$ cat config.mk
export PLATFORM = sky130hd
export DESIGN_NAME = branch_addr_gen
export DESIGN_NICKNAME = d
export VERILOG_FILES = /design/src/rtl/bag_pkg.sv /design/src/rtl/bag_rel_adder.sv /design/src/rtl/bag_index_adder.sv /design/src/rtl/bag_cond_unit.sv /design/src/rtl/bag_target_mux.sv /design/src/rtl/branch_addr_gen.sv
export SDC_FILE = /design/constraint.sdc
export NUM_CORES = 1
export LEC_CHECK = 0
export BUFFER_PORTS_ARGS = -buffer_cell sky130_fd_sc_hd__buf_2
export CAP_MARGIN = 20
export CORE_MARGIN = 4
export CORE_UTILIZATION = 49
export DETAILED_ROUTE_END_ITERATION = 7
export PLACE_DENSITY = 0.91
export SLEW_MARGIN = 10
export SYNTH_ARGS = -nofsm -noshare
export SYNTH_HDL_FRONTEND = slang
export SYNTH_SLANG_ARGS = --single-unit
$ cat constraint.sdc
create_clock -name vclk -period 5.6
set_input_delay 0.84 -clock vclk [all_inputs]
set_output_delay 0.84 -clock vclk [all_outputs]
set_load 0.05 [all_outputs]
$ cat src/rtl/bag_pkg.sv
package bag_pkg;
  localparam int unsigned CLS_W = 4;

  typedef enum logic [CLS_W-1:0] {
    CLS_SEQ     = 4'd0,
    CLS_REL     = 4'd1,
    CLS_PAGE    = 4'd2,
    CLS_LONG    = 4'd3,
    CLS_TBL_DP  = 4'd4,
    CLS_TBL_PC  = 4'd5,
    CLS_JMP_IDX = 4'd6,
    CLS_DEC_BR  = 4'd7,
    CLS_CMP_BR  = 4'd8
  } op_class_e;

  typedef enum logic [2:0] {
    SRC_PC   = 3'd0,
    SRC_REL  = 3'd1,
    SRC_PAGE = 3'd2,
    SRC_LONG = 3'd3,
    SRC_IDX  = 3'd4
  } tgt_src_e;
endpackage

$ cat src/rtl/bag_rel_adder.sv
module bag_rel_adder #(
  parameter int unsigned PC_W  = 16,
  parameter int unsigned OFF_W = 8
) (
  input  logic [PC_W-1:0]  base_pc,
  input  logic [OFF_W-1:0] offset,
  output logic [PC_W-1:0]  target
);
  localparam int unsigned EXT_W = PC_W - OFF_W;

  logic [PC_W-1:0] off_ext;

  generate
    if (EXT_W > 0) begin : g_sext
      assign off_ext = {{EXT_W{offset[OFF_W-1]}}, offset};
    end else begin : g_trunc
      assign off_ext = offset[PC_W-1:0];
    end
  endgenerate

  assign target = base_pc + off_ext;
endmodule

$ cat src/rtl/bag_index_adder.sv
module bag_index_adder #(
  parameter int unsigned PC_W  = 16,
  parameter int unsigned ACC_W = 8
) (
  input  logic             use_pc,
  input  logic [PC_W-1:0]  pc_base,
  input  logic [PC_W-1:0]  dp_base,
  input  logic [ACC_W-1:0] index,
  output logic [PC_W-1:0]  target
);
  localparam int unsigned PAD_W = PC_W - ACC_W;

  logic [PC_W-1:0] base;
  logic [PC_W-1:0] idx_ext;

  assign base = use_pc ? pc_base : dp_base;

  generate
    if (PAD_W > 0) begin : g_zext
      assign idx_ext = {{PAD_W{1'b0}}, index};
    end else begin : g_trunc
      assign idx_ext = index[PC_W-1:0];
    end
  endgenerate

  assign target = base + idx_ext;
endmodule

$ cat src/rtl/bag_cond_unit.sv
module bag_cond_unit #(
  parameter int unsigned DAT_W = 8
) (
  input  logic             is_dec,
  input  logic             is_cmp,
  input  logic [DAT_W-1:0] cnt_in,
  input  logic [DAT_W-1:0] lhs,
  input  logic [DAT_W-1:0] rhs,
  output logic [DAT_W-1:0] cnt_dec,
  output logic             cond_hit,
  output logic             lt_flag
);
  localparam logic [DAT_W-1:0] ONE = DAT_W'(1);

  logic dec_nz;
  logic ne;
  logic [DAT_W:0] diff;

  always_comb begin
    cnt_dec = cnt_in - ONE;
    dec_nz  = |cnt_dec;
    ne      = |(lhs ^ rhs);
    diff    = {1'b0, lhs} - {1'b0, rhs};
    cond_hit = (is_dec & dec_nz) | (is_cmp & ne);
    lt_flag  = is_cmp & diff[DAT_W];
  end
endmodule

$ cat src/rtl/bag_target_mux.sv
module bag_target_mux #(
  parameter int unsigned PC_W  = 16,
  parameter int unsigned ABS_W = 11
) (
  input  bag_pkg::tgt_src_e sel,
  input  logic [PC_W-1:0]   pc_next,
  input  logic [PC_W-1:0]   rel_tgt,
  input  logic [ABS_W-1:0]  abs_field,
  input  logic [PC_W-1:0]   long_field,
  input  logic [PC_W-1:0]   idx_tgt,
  output logic [PC_W-1:0]   tgt_addr
);
  import bag_pkg::*;

  localparam int unsigned KEEP_W = PC_W - ABS_W;

  logic [PC_W-1:0] page_tgt;

  generate
    if (KEEP_W > 0) begin : g_page
      assign page_tgt = {pc_next[PC_W-1:ABS_W], abs_field};
    end else begin : g_full
      assign page_tgt = abs_field[PC_W-1:0];
    end
  endgenerate

  always_comb begin
    unique case (sel)
      SRC_REL:  tgt_addr = rel_tgt;
      SRC_PAGE: tgt_addr = page_tgt;
      SRC_LONG: tgt_addr = long_field;
      SRC_IDX:  tgt_addr = idx_tgt;
      default:  tgt_addr = pc_next;
    endcase
  end
endmodule

$ cat src/rtl/branch_addr_gen.sv
module branch_addr_gen #(
  parameter int unsigned PC_W  = 16,
  parameter int unsigned OFF_W = 8,
  parameter int unsigned ABS_W = 11,
  parameter int unsigned ACC_W = 8
) (
  input  logic [PC_W-1:0]          pc_next,
  input  logic [bag_pkg::CLS_W-1:0] op_class,
  input  logic [OFF_W-1:0]         rel_off,
  input  logic [ABS_W-1:0]         abs_field,
  input  logic [PC_W-1:0]          long_field,
  input  logic [ACC_W-1:0]         acc,
  input  logic [PC_W-1:0]          dptr,
  input  logic [ACC_W-1:0]         cnt_in,
  input  logic [ACC_W-1:0]         cmp_dst,
  input  logic [ACC_W-1:0]         cmp_src,
  output logic [PC_W-1:0]          tgt_addr,
  output logic                     taken,
  output logic [ACC_W-1:0]         cnt_dec,
  output logic                     cmp_lt
);
  import bag_pkg::*;

  logic [PC_W-1:0] rel_tgt;
  logic [PC_W-1:0] idx_tgt;
  logic            is_dec;
  logic            is_cmp;
  logic            idx_use_pc;
  logic            cond_hit;
  tgt_src_e        sel;

  assign is_dec     = (op_class == CLS_DEC_BR);
  assign is_cmp     = (op_class == CLS_CMP_BR);
  assign idx_use_pc = (op_class == CLS_TBL_PC);

  bag_rel_adder #(.PC_W(PC_W), .OFF_W(OFF_W)) i_rel (
    .base_pc (pc_next),
    .offset  (rel_off),
    .target  (rel_tgt)
  );

  bag_index_adder #(.PC_W(PC_W), .ACC_W(ACC_W)) i_idx (
    .use_pc  (idx_use_pc),
    .pc_base (pc_next),
    .dp_base (dptr),
    .index   (acc),
    .target  (idx_tgt)
  );

  bag_cond_unit #(.DAT_W(ACC_W)) i_cond (
    .is_dec   (is_dec),
    .is_cmp   (is_cmp),
    .cnt_in   (cnt_in),
    .lhs      (cmp_dst),
    .rhs      (cmp_src),
    .cnt_dec  (cnt_dec),
    .cond_hit (cond_hit),
    .lt_flag  (cmp_lt)
  );

  // Class decode: source select and branch flag
  always_comb begin
    sel   = SRC_PC;
    taken = 1'b0;
    case (op_class)
      CLS_REL:     begin sel = SRC_REL;  taken = 1'b1; end
      CLS_PAGE:    begin sel = SRC_PAGE; taken = 1'b1; end
      CLS_LONG:    begin sel = SRC_LONG; taken = 1'b1; end
      CLS_TBL_DP,
      CLS_TBL_PC:  begin sel = SRC_IDX;  taken = 1'b0; end
      CLS_JMP_IDX: begin sel = SRC_IDX;  taken = 1'b1; end
      CLS_DEC_BR,
      CLS_CMP_BR:  begin
        sel   = cond_hit ? SRC_REL : SRC_PC;
        taken = cond_hit;
      end
      default:     begin sel = SRC_PC;   taken = 1'b0; end
    endcase
  end

  bag_target_mux #(.PC_W(PC_W), .ABS_W(ABS_W)) i_mux (
    .sel        (sel),
    .pc_next    (pc_next),
    .rel_tgt    (rel_tgt),
    .abs_field  (abs_field),
    .long_field (long_field),
    .idx_tgt    (idx_tgt),
    .tgt_addr   (tgt_addr)
  );
endmodule

==> impl_metrics.env <==
export IMPL_status="finished, final reports clean"
export IMPL_hold_viol=0
export IMPL_power_frac_seq_pct=0
export IMPL_grt_pass1_wl_um=14200
export IMPL_fin_util_pct=64.1
export IMPL_synth_cells=357
export IMPL_synth_area_leaders="ha_1 (16%), o21ai_0 (5.6%), mux2_2 (5.3%), xnor2_1 (5.1%), xor2_1 (3.4%)"
export IMPL_critPathArrivalTime_ps=4290
export IMPL_p_int_w=0.000144
export IMPL_cp_end_kind="output port"
export IMPL_p_switching_w=0.000243
export IMPL_syn_num_nets=495
export IMPL_path_depth=11
export IMPL_power_density_mw_per_mm2=118
export IMPL_slowest_delay_ps=540
export IMPL_syn_cell_area_mm2=0.00257
export IMPL_dieWidth_um=80.4
export IMPL_io_buffers=129
export IMPL_ant_nets=0
export IMPL_dpl_cell_area_mm2=0.00327
export IMPL_period_share_pct=91.5
export IMPL_overflow=0
export IMPL_slew_violations=0
export IMPL_crit_top_cell="buf_2"
export IMPL_vdd_drop_max_mv=0.0842
export IMPL_drive_above_1_share_pct=31.8
export IMPL_drc=0
export IMPL_comb_power_share_pct=100.0
export IMPL_rows=26
export IMPL_diodes=0
export IMPL_cp_max_fo=24
export IMPL_p_total_w=0.000387
export IMPL_place_hpwl_um=7480
export IMPL_critPathSlowestCell="or4_1"
export IMPL_synth_top_area_share_pct=16.1
export IMPL_avgRoutedWirePerCell_um=16.5
export IMPL_grt_pass1_vias=3173
export IMPL_antenna_found_initial=0
export IMPL_cts_setup_buffers=0
export IMPL_place_congestion=0.985
export IMPL_total_leakage_power_nw=1.54
export IMPL_switching_share_pct=62.8
export IMPL_cap_violations=0
export IMPL_tightestPinTransition_ps=916
export IMPL_path_class="input port to output port"
export IMPL_die_area_mm2=0.00647
export IMPL_drt_pass1_iter_count=6
export IMPL_regArea_um2=0
export IMPL_startpoint="op_class[2]"
export IMPL_cts_resized=0
export IMPL_numPlacedInstances=545
export IMPL_track_usage_pct=26.3
export IMPL_fmax_mhz=195
export IMPL_crit_chain="buf_2, nor4bb_4, buf_4, mux2_2, ha_1, or4_1, a2111o_1, a21boi_0, o31ai_1, a221o_1, buf_2"
export IMPL_ios=129
export IMPL_ys_seq_area_share_pct=0
export IMPL_final_common_cell="buf_2"
export IMPL_clock_power_share_pct=0
export IMPL_layout_nets=615
export IMPL_yosysWarningCount=0
export IMPL_hp_class="input port to output port"
export IMPL_rsz0062_at_grt="false"
export IMPL_area_delta_synth_final_pct=27.4
export IMPL_fin_crit_ps=5130
export IMPL_worst_setup_path_start_kind="input port"
export IMPL_grt_max_degree=25
export IMPL_crit_buf_inv=3
export IMPL_fin_setup_tns_ps=0
export IMPL_avgViaCountPerCell=6.21
export IMPL_setup_viol=0
export IMPL_cts_hold_fix_buffers=0
export IMPL_stdcell_area_mm2=0.00327
export IMPL_vias=3382
export IMPL_fin_cells=545
export IMPL_slew_headroom_pct=38.5
export IMPL_drt_total_wl_um=8990
export IMPL_path_delay_family="compound AO/OA/AOI/OAI gates"
export IMPL_start_util_pct=50.3
export IMPL_cp_endpoint="tgt_addr[8]"
export IMPL_most_common_layout_cells="buf_2 (129), ha_1 (33), o21ai_0 (29)"
export IMPL_cp_data_required_time_ps=4760
export IMPL_fp_dieH_um=80.4
export IMPL_clkbuf_count=0
export IMPL_yosysTopAreaCell="ha_1"
export IMPL_core_area_mm2=0.00511
export IMPL_yosysUniqueCellTypes=61
export IMPL_n_sequential_cell=0
export IMPL_avgSynthCellArea_um2=7.20
export IMPL_drt_iter0_drc=204
## how the worst min path moves through the flow
stage	to	cells after the start	start
floorplan	cnt_dec[0]	1	cnt_in[0]
global placement	cnt_dec[7]	3	cnt_in[7]
detailed placement	cnt_dec[7]	3	cnt_in[7]
CTS	cnt_dec[7]	3	cnt_in[7]
global route	cnt_dec[7]	3	cnt_in[7]
finish	cnt_dec[7]	3	cnt_in[7]
## routing by layer
| metal | wire [um] | up-vias | GRT usage (%) |
|---|---|---|---|
| li1 | - | 1637 | - |
| met1 | 3630 | 1544 | 32.1 |
| met2 | 4470 | 170 | 48.4 |
| met3 | 620 | 31 | 1.12 |
| met4 | 263 | 0 | 9.63 |
| met5 | 0 | - | 0 |
## tightest hold or removal path, cell delays in order
cell and delay [ps]:
buf_2 100, xor2_1 60, buf_2 210
## synth_stat cells, types with 3 or more instances
master	number
nand2b_1	8
a41oi_1	3
or3_1	3
a221o_1	6
clkbuf_1	7
nor3_1	16
buf_2	6
nand3_1	14
a21oi_1	16
nand2_1	16
a211oi_1	7
o311ai_0	4
nor2b_1	7
o31ai_1	4
a31oi_1	4
ha_1	33
nand3b_1	3
a21boi_0	3
xor2_1	10
o21a_1	10
a22oi_1	4
mux2i_1	8
o21bai_1	3
a221oi_1	3
nor2_1	23
mux2_2	12
a21o_1	8
o211ai_1	5
inv_1	20
xnor2_1	15
o21ai_0	29
a222oi_1	5
## layout make-up
class / instances / area [um^2]
fill: 467 / 1830
multi-input combinational: 323 / 2440
tap: 70 / 87.6
timing repair buffer: 132 / 668
inverter: 20 / 75.1
## per-stage QoR
step           hold slack, ps  setup WS, ps
2_1_floorplan            1870           127
3_3_place_gp             2030           633
3_5_place_dp             2050           537
4_1_cts                  2050           528
5_1_grt                  2060           275
6_report                 2050           474
## power by group through the flow
stage                     Clock (W)  Sequential, W  Combinational, W
final                             0              0          0.000387
after global routing              0              0          0.000418
after CTS                         0              0          0.000382
after detailed placement          0              0          0.000380
after global placement            0              0          0.000370
after floorplan                   0              0          0.000271
## kinds of logic (layout without fill, tap and decap cells)
family	Yosys count	in the layout	share of synthesized area, %
XOR/XNOR	25	25	8.52
AND/OR/NAND/NOR	111	111	23.2
adder cells (fa/ha/maj)	35	35	17.6
multiplexers	20	20	8.37
AO/OA/AOI/OAI	132	132	36.8
buffers and inverters	34	152	5.55
(Power assumes the default switching activity.)
